## config.mk

```make
export PLATFORM = sky130hd
export DESIGN_NAME = hrf_rx_fifo_host
export DESIGN_NICKNAME = d
export VERILOG_FILES = /design/src/rtl/hrf_pkg.sv /design/src/rtl/hrf_store.sv /design/src/rtl/hrf_evq.sv /design/src/rtl/hrf_host_regs.sv /design/src/rtl/hrf_rx_fifo_host.sv
export SDC_FILE = /design/constraint.sdc
export NUM_CORES = 1
export LEC_CHECK = 0
export BUFFER_PORTS_ARGS = -buffer_cell sky130_fd_sc_hd__clkbuf_2
export CORE_MARGIN = 3
export CORE_UTILIZATION = 48
export DETAILED_ROUTE_END_ITERATION = 12
export REMOVE_ABC_BUFFERS = 1
export SLEW_MARGIN = 20
export SYNTH_ARGS = -nofsm -noshare
export SYNTH_HDL_FRONTEND = slang
export SYNTH_SLANG_ARGS = --single-unit
```

## constraint.sdc

```tcl
create_clock -name clk -period 7.28 [get_ports clk]
set_clock_uncertainty 0.2 [all_clocks]
set_input_delay 1.456 -clock clk [delete_from_list [all_inputs] [get_ports clk]]
set_output_delay 1.456 -clock clk [all_outputs]
set_load 0.02 [all_outputs]
```

## src/rtl/hrf_pkg.sv

```systemverilog
package hrf_pkg;

  localparam int unsigned ADDR_STATUS = 32;
  localparam int unsigned ADDR_COUNT  = 33;
  localparam int unsigned ADDR_REL    = 34;
  localparam int unsigned WIN_SPAN    = 32;
  localparam logic [7:0]  REL_CMD     = 8'h80;

  localparam int unsigned BIT_ME  = 7;
  localparam int unsigned BIT_BR  = 6;
  localparam int unsigned BIT_OVF = 5;

  function automatic int unsigned blk_bytes(input logic [1:0] sel);
    return 32'd4 << sel;
  endfunction

  function automatic int unsigned last_piece(input int unsigned len,
                                             input int unsigned blk);
    int unsigned r;
    r = len % blk;
    return (r == 0) ? blk : r;
  endfunction

endpackage

```

## src/rtl/hrf_store.sv

```systemverilog
module hrf_store #(
  parameter int DATA_W = 8,
  parameter int DEPTH  = 32,
  localparam int PW    = $clog2(DEPTH) + 1
) (
  input  logic              clk,
  input  logic              rst_n,
  input  logic              wr_en,
  input  logic [DATA_W-1:0] wr_data,
  input  logic              rd_en,
  input  logic              rel_en,
  input  logic [PW-1:0]     rel_cnt,
  output logic [DATA_W-1:0] rd_data,
  output logic              accept,
  output logic              drop
);
  localparam int IW = PW - 1;

  logic [DATA_W-1:0] mem [DEPTH];
  logic [PW-1:0] wr_ptr, rd_ptr, base;
  logic [PW-1:0] occ;
  logic          full;

  function automatic logic [PW-1:0] held(input logic [PW-1:0] w,
                                         input logic [PW-1:0] b);
    return w - b;
  endfunction

  assign occ     = held(wr_ptr, base);
  assign full    = (occ == PW'(DEPTH));
  assign accept  = wr_en && !full;
  assign drop    = wr_en && full;
  assign rd_data = mem[rd_ptr[IW-1:0]];

  always_ff @(posedge clk) begin
    if (accept) mem[wr_ptr[IW-1:0]] <= wr_data;
  end

  always_ff @(posedge clk or negedge rst_n) begin
    if (!rst_n) begin
      wr_ptr <= '0;
      rd_ptr <= '0;
      base   <= '0;
    end else begin
      if (accept) wr_ptr <= wr_ptr + 1'b1;
      if (rel_en) begin
        base   <= base + rel_cnt;
        rd_ptr <= base + rel_cnt;
      end else if (rd_en) begin
        rd_ptr <= rd_ptr + 1'b1;
      end
    end
  end

  assert_no_overflow_R4: assert property (@(posedge clk) disable iff (!rst_n)
    occ <= PW'(DEPTH));

  assert_drop_holds_ptr_R4: assert property (@(posedge clk) disable iff (!rst_n)
    drop |=> $stable(wr_ptr));

endmodule

```

## src/rtl/hrf_evq.sv

```systemverilog
module hrf_evq #(
  parameter int W     = 7,
  parameter int DEPTH = 32,
  localparam int PW   = $clog2(DEPTH) + 1
) (
  input  logic         clk,
  input  logic         rst_n,
  input  logic         push,
  input  logic [W-1:0] push_data,
  input  logic         pop,
  output logic [W-1:0] head,
  output logic         empty
);
  localparam int IW = PW - 1;

  logic [W-1:0]  ent [DEPTH];
  logic [PW-1:0] wp, rp;
  logic          full;

  assign empty = (wp == rp);
  assign full  = ((wp - rp) == PW'(DEPTH));
  assign head  = ent[rp[IW-1:0]];

  always_ff @(posedge clk) begin
    if (push) ent[wp[IW-1:0]] <= push_data;
  end

  always_ff @(posedge clk or negedge rst_n) begin
    if (!rst_n) begin
      wp <= '0;
      rp <= '0;
    end else begin
      if (push) wp <= wp + 1'b1;
      if (pop && !empty) rp <= rp + 1'b1;
    end
  end

  assert_evq_room_R3: assert property (@(posedge clk) disable iff (!rst_n)
    push |-> !full);

  assert_pop_nonempty_R5: assert property (@(posedge clk) disable iff (!rst_n)
    pop |-> !empty);

endmodule

```

## src/rtl/hrf_host_regs.sv

```systemverilog
module hrf_host_regs #(
  parameter int DATA_W = 8,
  parameter int CW     = 6,
  parameter int ADDR_W = 6
) (
  input  logic              clk,
  input  logic              rst_n,
  input  logic              evq_empty,
  input  logic [CW:0]       evq_head,
  input  logic              ovf_evt,
  input  logic [DATA_W-1:0] fifo_byte,
  input  logic [2:0]        irq_mask,
  input  logic              host_rd,
  input  logic              host_wr,
  input  logic [ADDR_W-1:0] host_addr,
  input  logic [DATA_W-1:0] host_wdata,
  output logic              evq_pop,
  output logic              ev_fire,
  output logic              rel_en,
  output logic [CW-1:0]     rel_cnt,
  output logic              fifo_rd,
  output logic [DATA_W-1:0] host_rdata,
  output logic              irq
);
  import hrf_pkg::*;

  logic              await_q;
  logic [CW-1:0]     cur_cnt_q;
  logic [CW-1:0]     bcnt_q;
  logic [DATA_W-1:0] isr_q, isr_nx;
  logic              win_hit, isr_rd, head_end;
  logic [CW-1:0]     head_cnt;
  logic [2:0]        pend;

  assign head_end = evq_head[CW];
  assign head_cnt = evq_head[CW-1:0];
  assign win_hit  = (host_addr < ADDR_W'(WIN_SPAN));
  assign fifo_rd  = host_rd && win_hit;
  assign isr_rd   = host_rd && (host_addr == ADDR_W'(ADDR_STATUS));
  assign rel_en   = host_wr && await_q &&
                    (host_addr == ADDR_W'(ADDR_REL)) &&
                    (host_wdata == DATA_W'(REL_CMD));
  assign ev_fire  = !await_q && !evq_empty;
  assign evq_pop  = ev_fire;
  assign rel_cnt  = cur_cnt_q;

  always_comb begin
    isr_nx = isr_rd ? '0 : isr_q;
    if (ev_fire &&  head_end) isr_nx[BIT_ME] = 1'b1;
    if (ev_fire && !head_end) isr_nx[BIT_BR] = 1'b1;
    if (ovf_evt)              isr_nx[BIT_OVF] = 1'b1;
  end

  always_ff @(posedge clk or negedge rst_n) begin
    if (!rst_n) begin
      await_q   <= 1'b0;
      cur_cnt_q <= '0;
      bcnt_q    <= '0;
      isr_q     <= '0;
    end else begin
      isr_q <= isr_nx;
      if (ev_fire) begin
        await_q   <= 1'b1;
        cur_cnt_q <= head_cnt;
        if (head_end) bcnt_q <= head_cnt;
      end else if (rel_en) begin
        await_q <= 1'b0;
      end
    end
  end

  always_comb begin
    host_rdata = '0;
    if (win_hit)                                     host_rdata = fifo_byte;
    else if (host_addr == ADDR_W'(ADDR_STATUS))      host_rdata = isr_q;
    else if (host_addr == ADDR_W'(ADDR_COUNT))       host_rdata = DATA_W'(bcnt_q);
  end

  assign pend = {isr_q[BIT_ME], isr_q[BIT_BR], isr_q[BIT_OVF]};
  assign irq  = |(pend & ~irq_mask);

  assert_single_event_R5: assert property (@(posedge clk) disable iff (!rst_n)
    ev_fire |=> !ev_fire);

  assert_status_set_R7: assert property (@(posedge clk) disable iff (!rst_n)
    ev_fire |=> (isr_q[BIT_ME] || isr_q[BIT_BR]));

  assert_irq_source_R8: assert property (@(posedge clk) disable iff (!rst_n)
    irq |-> (|pend));

endmodule

```

## src/rtl/hrf_rx_fifo_host.sv

```systemverilog
module hrf_rx_fifo_host #(
  parameter int DATA_W = 8,
  parameter int DEPTH  = 32,
  parameter int ADDR_W = 6
) (
  input  logic              clk,
  input  logic              rst_n,
  input  logic              rx_valid,
  input  logic [DATA_W-1:0] rx_data,
  input  logic              rx_eof,
  input  logic [1:0]        cfg_blk_sel,
  input  logic [2:0]        irq_mask,
  input  logic              host_rd,
  input  logic              host_wr,
  input  logic [ADDR_W-1:0] host_addr,
  input  logic [DATA_W-1:0] host_wdata,
  output logic [DATA_W-1:0] host_rdata,
  output logic              irq
);
  import hrf_pkg::*;

  localparam int CW = $clog2(DEPTH) + 1;

  logic              accept, drop;
  logic [CW-1:0]     part_q, part_nx, blk_sz;
  logic              push_en;
  logic [CW:0]       push_word, evq_head;
  logic              evq_empty, evq_pop, ev_fire;
  logic              rel_en, fifo_rd;
  logic [CW-1:0]     rel_cnt;
  logic [DATA_W-1:0] fifo_byte;

  assign blk_sz    = CW'(blk_bytes(cfg_blk_sel));
  assign part_nx   = part_q + 1'b1;
  assign push_en   = accept && (rx_eof || (part_nx >= blk_sz));
  assign push_word = {rx_eof, part_nx};

  always_ff @(posedge clk or negedge rst_n) begin
    if (!rst_n)       part_q <= '0;
    else if (push_en) part_q <= '0;
    else if (accept)  part_q <= part_nx;
  end

  hrf_store #(.DATA_W(DATA_W), .DEPTH(DEPTH)) u_store (
    .clk     (clk),
    .rst_n   (rst_n),
    .wr_en   (rx_valid),
    .wr_data (rx_data),
    .rd_en   (fifo_rd),
    .rel_en  (rel_en),
    .rel_cnt (rel_cnt),
    .rd_data (fifo_byte),
    .accept  (accept),
    .drop    (drop)
  );

  hrf_evq #(.W(CW + 1), .DEPTH(DEPTH)) u_evq (
    .clk       (clk),
    .rst_n     (rst_n),
    .push      (push_en),
    .push_data (push_word),
    .pop       (evq_pop),
    .head      (evq_head),
    .empty     (evq_empty)
  );

  hrf_host_regs #(.DATA_W(DATA_W), .CW(CW), .ADDR_W(ADDR_W)) u_regs (
    .clk        (clk),
    .rst_n      (rst_n),
    .evq_empty  (evq_empty),
    .evq_head   (evq_head),
    .ovf_evt    (drop),
    .fifo_byte  (fifo_byte),
    .irq_mask   (irq_mask),
    .host_rd    (host_rd),
    .host_wr    (host_wr),
    .host_addr  (host_addr),
    .host_wdata (host_wdata),
    .evq_pop    (evq_pop),
    .ev_fire    (ev_fire),
    .rel_en     (rel_en),
    .rel_cnt    (rel_cnt),
    .fifo_rd    (fifo_rd),
    .host_rdata (host_rdata),
    .irq        (irq)
  );

  assert_count_range_R3: assert property (@(posedge clk) disable iff (!rst_n)
    (ev_fire && evq_head[CW]) |-> (evq_head[CW-1:0] != '0 &&
                                   evq_head[CW-1:0] <= blk_sz));

  assert_block_exact_R2: assert property (@(posedge clk) disable iff (!rst_n)
    (ev_fire && !evq_head[CW]) |-> (evq_head[CW-1:0] == blk_sz));

endmodule

```

# [After elaboration in Yosys (flattened, before gate mapping)]
# Memory sizes are Yosys's and may differ from the RTL's.
# Cells that the tools add are included.
[totals] regBits=52 latchBits=0 ram_bits=480 romBits=0 inputBits=33 output_inout_bits=9 word_cells=74 n_memories=2
[mem_list] memory="u_store.mem" depth=32 word_bits=8 read_ports=1 rd_ports_with_merged_regs=0 wr=1 line_no="hrf_store.sv:19" rtl="logic [DATA_W-1:0] mem [DEPTH];"
[mem_list] memory="u_evq.ent" depth=32 word_bits=7 read_ports=1 rd_ports_with_merged_regs=0 wr=1 line_no="hrf_evq.sv:16" rtl="logic [W-1:0] ent [DEPTH];"
[op_classes] addsub=7 mul=0 div=0 n_lt_le_gt_ge=2 eq_ne=6 shifts=1 mux=17 bitwise=2 n_reduce_logical=25
[op_table] operator="6-bit by 1-bit adder with 6-bit output, second input constant" count=5
[op_table] operator="6-bit 2-to-1 mux" count=5
[op_table] operator="6-bit equality test, second input constant" count=4
[op_table] operator="8-bit 2-to-1 mux" count=3
[op_table] operator="1-bit logical AND" count=12
[op_table] operator="2-bit nonzero test" count=6
[op_table] operator="1-bit 2-to-1 mux" count=9
[op_table] operator="8-bit equality test, second input constant" count=1
[op_table] operator="6-bit adder" count=1
[op_table] operator="6-bit equality test" count=1
[op_table] operator="6-bit greater-or-equal comparator" count=1
[op_table] operator="6-bit < comparator, second input constant" count=1
[op_table] operator="3-bit by 2-bit left shift with 6-bit output, first input constant" count=1
[op_table] operator="6-bit subtractor" count=1
[op_table] operator="1-bit logical NOT" count=4
[op_table] operator="3-bit bitwise AND" count=1
[op_table] operator="3-bit inverter" count=1
[op_table] operator="3-bit OR reduction" count=1
[op_table] operator="2-bit AND reduction" count=1
[op_table] operator="1-bit logical OR" count=1

# [Longest topological paths before layout]
[depth] depth_word=7 ltp_mapped=11 depth_no_buf=10

# [Cells and area by module]
# Synthesis repeated with hierarchy kept, for this count alone.
[hier_totals] cells_unflattened=1316 hier_area_um2=22236.3
[by_module_without_submodules] mod="hrf_store" n_inst=1 cells_each=631 area_each_um2=11217.0
[by_module_without_submodules] mod="hrf_evq" n_inst=1 cells_each=576 area_each_um2=9716.8
[by_module_without_submodules] mod="hrf_host_regs" n_inst=1 cells_each=63 area_each_um2=839.6
[by_module_without_submodules] mod="hrf_rx_fifo_host" n_inst=1 cells_each=46 area_each_um2=462.9

# [Worst setup path before layout]
# Ideal clock, no wire load.
[synth_timing] path_kind="in2out" startpoint="in host_addr[5]" endpoint="out host_rdata[0]" t_arrival_ns=2.607 required_time_ns=5.624 path_slack_ns=3.017 cell_stages=6 path_cell_list="clkbuf_1 > nor4b_1 > nand2b_1 > nor2_1 > nand2_1 > o31ai_1"
[synth_via] elab_chain_len=4 word_cells_on_any_way=6 classes_between="order compare: 1; eq/ne: 2; mux: 3"
[synth_rtl] item="start, declared" line_no="hrf_rx_fifo_host.sv:15" rtl="input logic [ADDR_W-1:0] host_addr,"
[synth_rtl] item="parallel branches: the longest is 3 deep, another holds 6-bit < comparator"
[synth_rtl] item="8-bit 2-to-1 mux *" line_no="hrf_host_regs.sv:74" rtl="if (win_hit) host_rdata = fifo_byte;"
[synth_rtl] item="end, declared" line_no="hrf_rx_fifo_host.sv:17" rtl="output logic [DATA_W-1:0] host_rdata,"
# Mark *: on every way between the ends.

# [Worst setup path after layout]
[layout_timing] startpoint="reg u_store.rd_ptr[0]" endpoint="out host_rdata[2]"
[layout_via] elab_chain_len=2
[layout_rtl] item="start, declared" line_no="hrf_store.sv:20" rtl="logic [PW-1:0] wr_ptr, rd_ptr, base;"
[layout_rtl] item="start signal, assigned" line_no="hrf_store.sv:48" rtl="rd_ptr <= base + rel_cnt;"
[layout_rtl] item="start signal, assigned" line_no="hrf_store.sv:50" rtl="rd_ptr <= rd_ptr + 1'b1;"
[layout_rtl] item="memory 32 x 8 bit"
[layout_rtl] item="8-bit 2-to-1 mux" line_no="hrf_host_regs.sv:74"
# No other way between the ends.

==> flow_summary.ini <==
[logic_synthesis]
syn_area_sq_mm = 0.02179
synth_flop_cell = edfxtp_1
ys_seq_area_share_pct = 72.02
synth-edff-count = 480
ys_ff_latch = 531
yosys.area.top_type = edfxtp_1
synth_async_sr_flop_share_pct = 9.605
netlist.area_leader.share_pct = 66.16
ys_warn_count = 0
synth.area.top_cells = edfxtp_1 (66%), mux4_2 (11%), dfrtp_1 (5.9%), mux2i_1 (2.8%), ha_1 (1.5%)
synth_area_per_cell_sq_um = 18.70
synth_cells = 1165
synth.distinct_cells = 55

[route]
via_per_inst = 5.870
vias = 10850
wl_per_cell_um = 26.36
first_pass_iters = 5
antenna_left = 0
drtIter0Drc = 912
route.detailed.drc = 0
finalWirelength_um = 48740

[worst_setup_path]
required_ns = 5.62
end_kind = output port
critical_path.most_common_cell = mux4_2
reg2reg_to = u_store.mem[23][3]
cp_top_family = multiplexers
cp.arrival_ns = 3.60
crit_buf_inv = 2
reg2reg_slack_ns = 2.90
crit_slowest_cell = dfrtp_4
cp-start-kind = flip-flop
r2r_start = u_store.wr_ptr[3]
r2r_cells = 9
crit_fanout = 40
slowest_delay_ns = 0.95
worstPathCellList = buf_4, mux4_2, mux4_2, nor2_1, o31ai_1, clkbuf_2
path_class = flip-flop to output port

[sta]
setup-tns-final_ns = 0
setup_viol = 0
maxSlewViolCount = 0
worst_pin_slew_ns = 0.9809
min_period_over_period_pct = 72.19
final.min_clock_period_ns = 5.256
fmax_ghz = 0.1903
rsz0062_at_grt = no
finalHoldViolations = 0
slew_headroom_pct = 34.11

[flow_run]
maxCapViolCount = 0

[clocking]
clk_pin_slew_ns = 0.06
ctsResizeCount = 0
numClockSinks = 531
cts_made_buffers = 54
post-cts-setup-buffers = 0
worstSkewPairLatency_ns = 0.60
cts_root_buf = clkbuf_16
ctsHtreeMaxLevel = 2
cts_hold_buffers = 0
clock_path_buffers = 3
cts_tree = done

[hold_path]
min_path_type = flip-flop to flip-flop
hold_end = u_evq.rp[5]
hold_depth = 1
min_from = u_evq.rp[5]

[global_route]
grt.overflow.total = 0
grt_use_total_pct = 20.79
grt_pass1_vias = 10970
grt_antenna_before_repair = 0
grt_max_degree = 53
grt_first_pass_wirelength_um = 73320

[cells_and_area]
syn_to_final_growth_pct = 11.61
layout.nets = 1284
num_antenna_cells = 0
fin_util_pct = 54.63
drive_above_1_share_pct = 23.55

[status]
status = completed

[die]
chipHeight_um = 219.1
start_util_pct = 48.95
std_cell_rows = 77
die_area_sq_mm = 0.04798
io_pins = 42
die_w_um = 219.1
coreArea_sq_mm = 0.04451

[placed_design]
dp_hpwl_um = 31530
port_buffers = 41
gp_congestion = 0.8463

[pwr]
peakVddDrop_uv = 230.7
p_leak_nw = 8.186
power_density_mw_per_mm2 = 333.2
-- per-layer routing --
metal | part of all wire [%] | up-vias | track usage [%]
li1 | - | 4787 | -
met1 | 43 | 5690 | 29.48
met2 | 50 | 310 | 34.12
met3 | 4.9 | 66 | 3.115
met4 | 2.2 | 0 | 5.574
met5 | 0 | - | 0
-- how the worst max path moves through the flow --
stage,cells past startpoint,slack (ns),startpoint,end
finish,6,2.02,u_store.rd_ptr[0],host_rdata[2]
global route,6,1.83,u_store.rd_ptr[0],host_rdata[2]
CTS,6,1.94,u_store.rd_ptr[0],host_rdata[2]
detailed placement,7,2.49,host_addr[5],host_rdata[2]
global placement,7,2.43,host_addr[5],host_rdata[2]
floorplan,6,1.56,u_store.rd_ptr[0],host_rdata[5]
-- cell usage in the layout, fill, tap and decap left out, drive strengths merged, types with 6 or more instances in the layout --
master	instances
clkinv	12
a21oi	9
and3	46
nor3	9
inv	21
mux4	109
o31ai	8
o221ai	7
nand2	40
edfxtp	480
xor2	17
nand3	8
xnor2	20
o22ai	8
buf	20
a31oi	7
a22oi	16
nand2b	9
o21ai	14
dfrtp	51
nor2	50
mux2	25
nor2b	14
ha	26
clkbuf	115
mux2i	61
nand4	9
nor3b	6
-- power breakdown --
part	switching (mW)	internal [mW]	total, mW
Clock	1.11	1.49	2.60
Combinational	0.895	0.754	1.65
Sequential	0.289	3.56	3.85
Total	2.29	5.81	8.10
-- worst register-to-register path: stages, from the launching register on --
cell and delay (ns):
dfrtp_1 0.66, ha_1 0.37, a21o_1 0.20, and3_1 0.19
a211oi_2 0.20, o211ai_2 0.22, a21boi_4 0.62, buf_4 0.38
nand2_1 0.16, nor3_2 0.78
-- state kept, by name (all words and copies together) (netlist names) --
| signal | count |
|---|---|
| u_store.wr_ptr | 6 |
| part_q | 6 |
| u_store.rd_ptr | 5 |
| u_regs.rel_cnt | 6 |
| u_store.mem | 256 |
| u_regs.await_q | 1 |
| u_store.base | 6 |
| u_evq.wp | 6 |
| u_evq.ent | 224 |
| u_evq.rp | 6 |
| u_regs.isr_q | 3 |
| u_regs.bcnt_q | 6 |
-- area by class of cell --
class	count	area, sq um
Multi-Input combinational cell	556	5806
Clock buffer	74	1536
Fill cell	3475	20190
Sequential cell	531	15700
Clock inverter	15	103.9
Timing Repair Buffer	61	355.3
Tap cell	592	740.7
Inverter	20	75.07
-- kinds of logic after synthesis --
family / after synthesis / share of synthesized area (%)
compound gates: 90 / 2.963
simple gates: 207 / 4.985
flops: 531 / 72.02
xor+xnor: 37 / 1.522
mux: 195 / 15.36
fa+ha+maj: 27 / 1.585
buf+inv: 78 / 1.568
-- synth_stat cells, types with 14 or more instances --
library cell	number
edfxtp_1	480
mux4_2	109
mux2i_1	61
dfrtp_1	51
nor2_1	49
and3_1	46
nand2_1	40
clkbuf_1	26
ha_1	26
mux2_2	25
buf_2	22
inv_1	20
xnor2_1	20
a22oi_1	16
xor2_1	16
nor2b_1	14
o21ai_0	14
-- metrics by stage --
step	hold WS (ns)	power, mW	instances	worst slack [ns]	cell area [sq um]
6_report	0.2960	8.101	1849	2.024	24320
5_1_grt	0.3237	8.426	1849	1.831	24320
4_1_cts	0.2914	8.174	1849	1.940	24320
3_5_place_dp	0.2779	5.586	1760	2.487	22680
3_3_place_gp	0.2829	5.562	1760	2.434	22670
2_1_floorplan	0.2604	4.976	1107	1.565	21520
(Power assumes the default switching activity.)
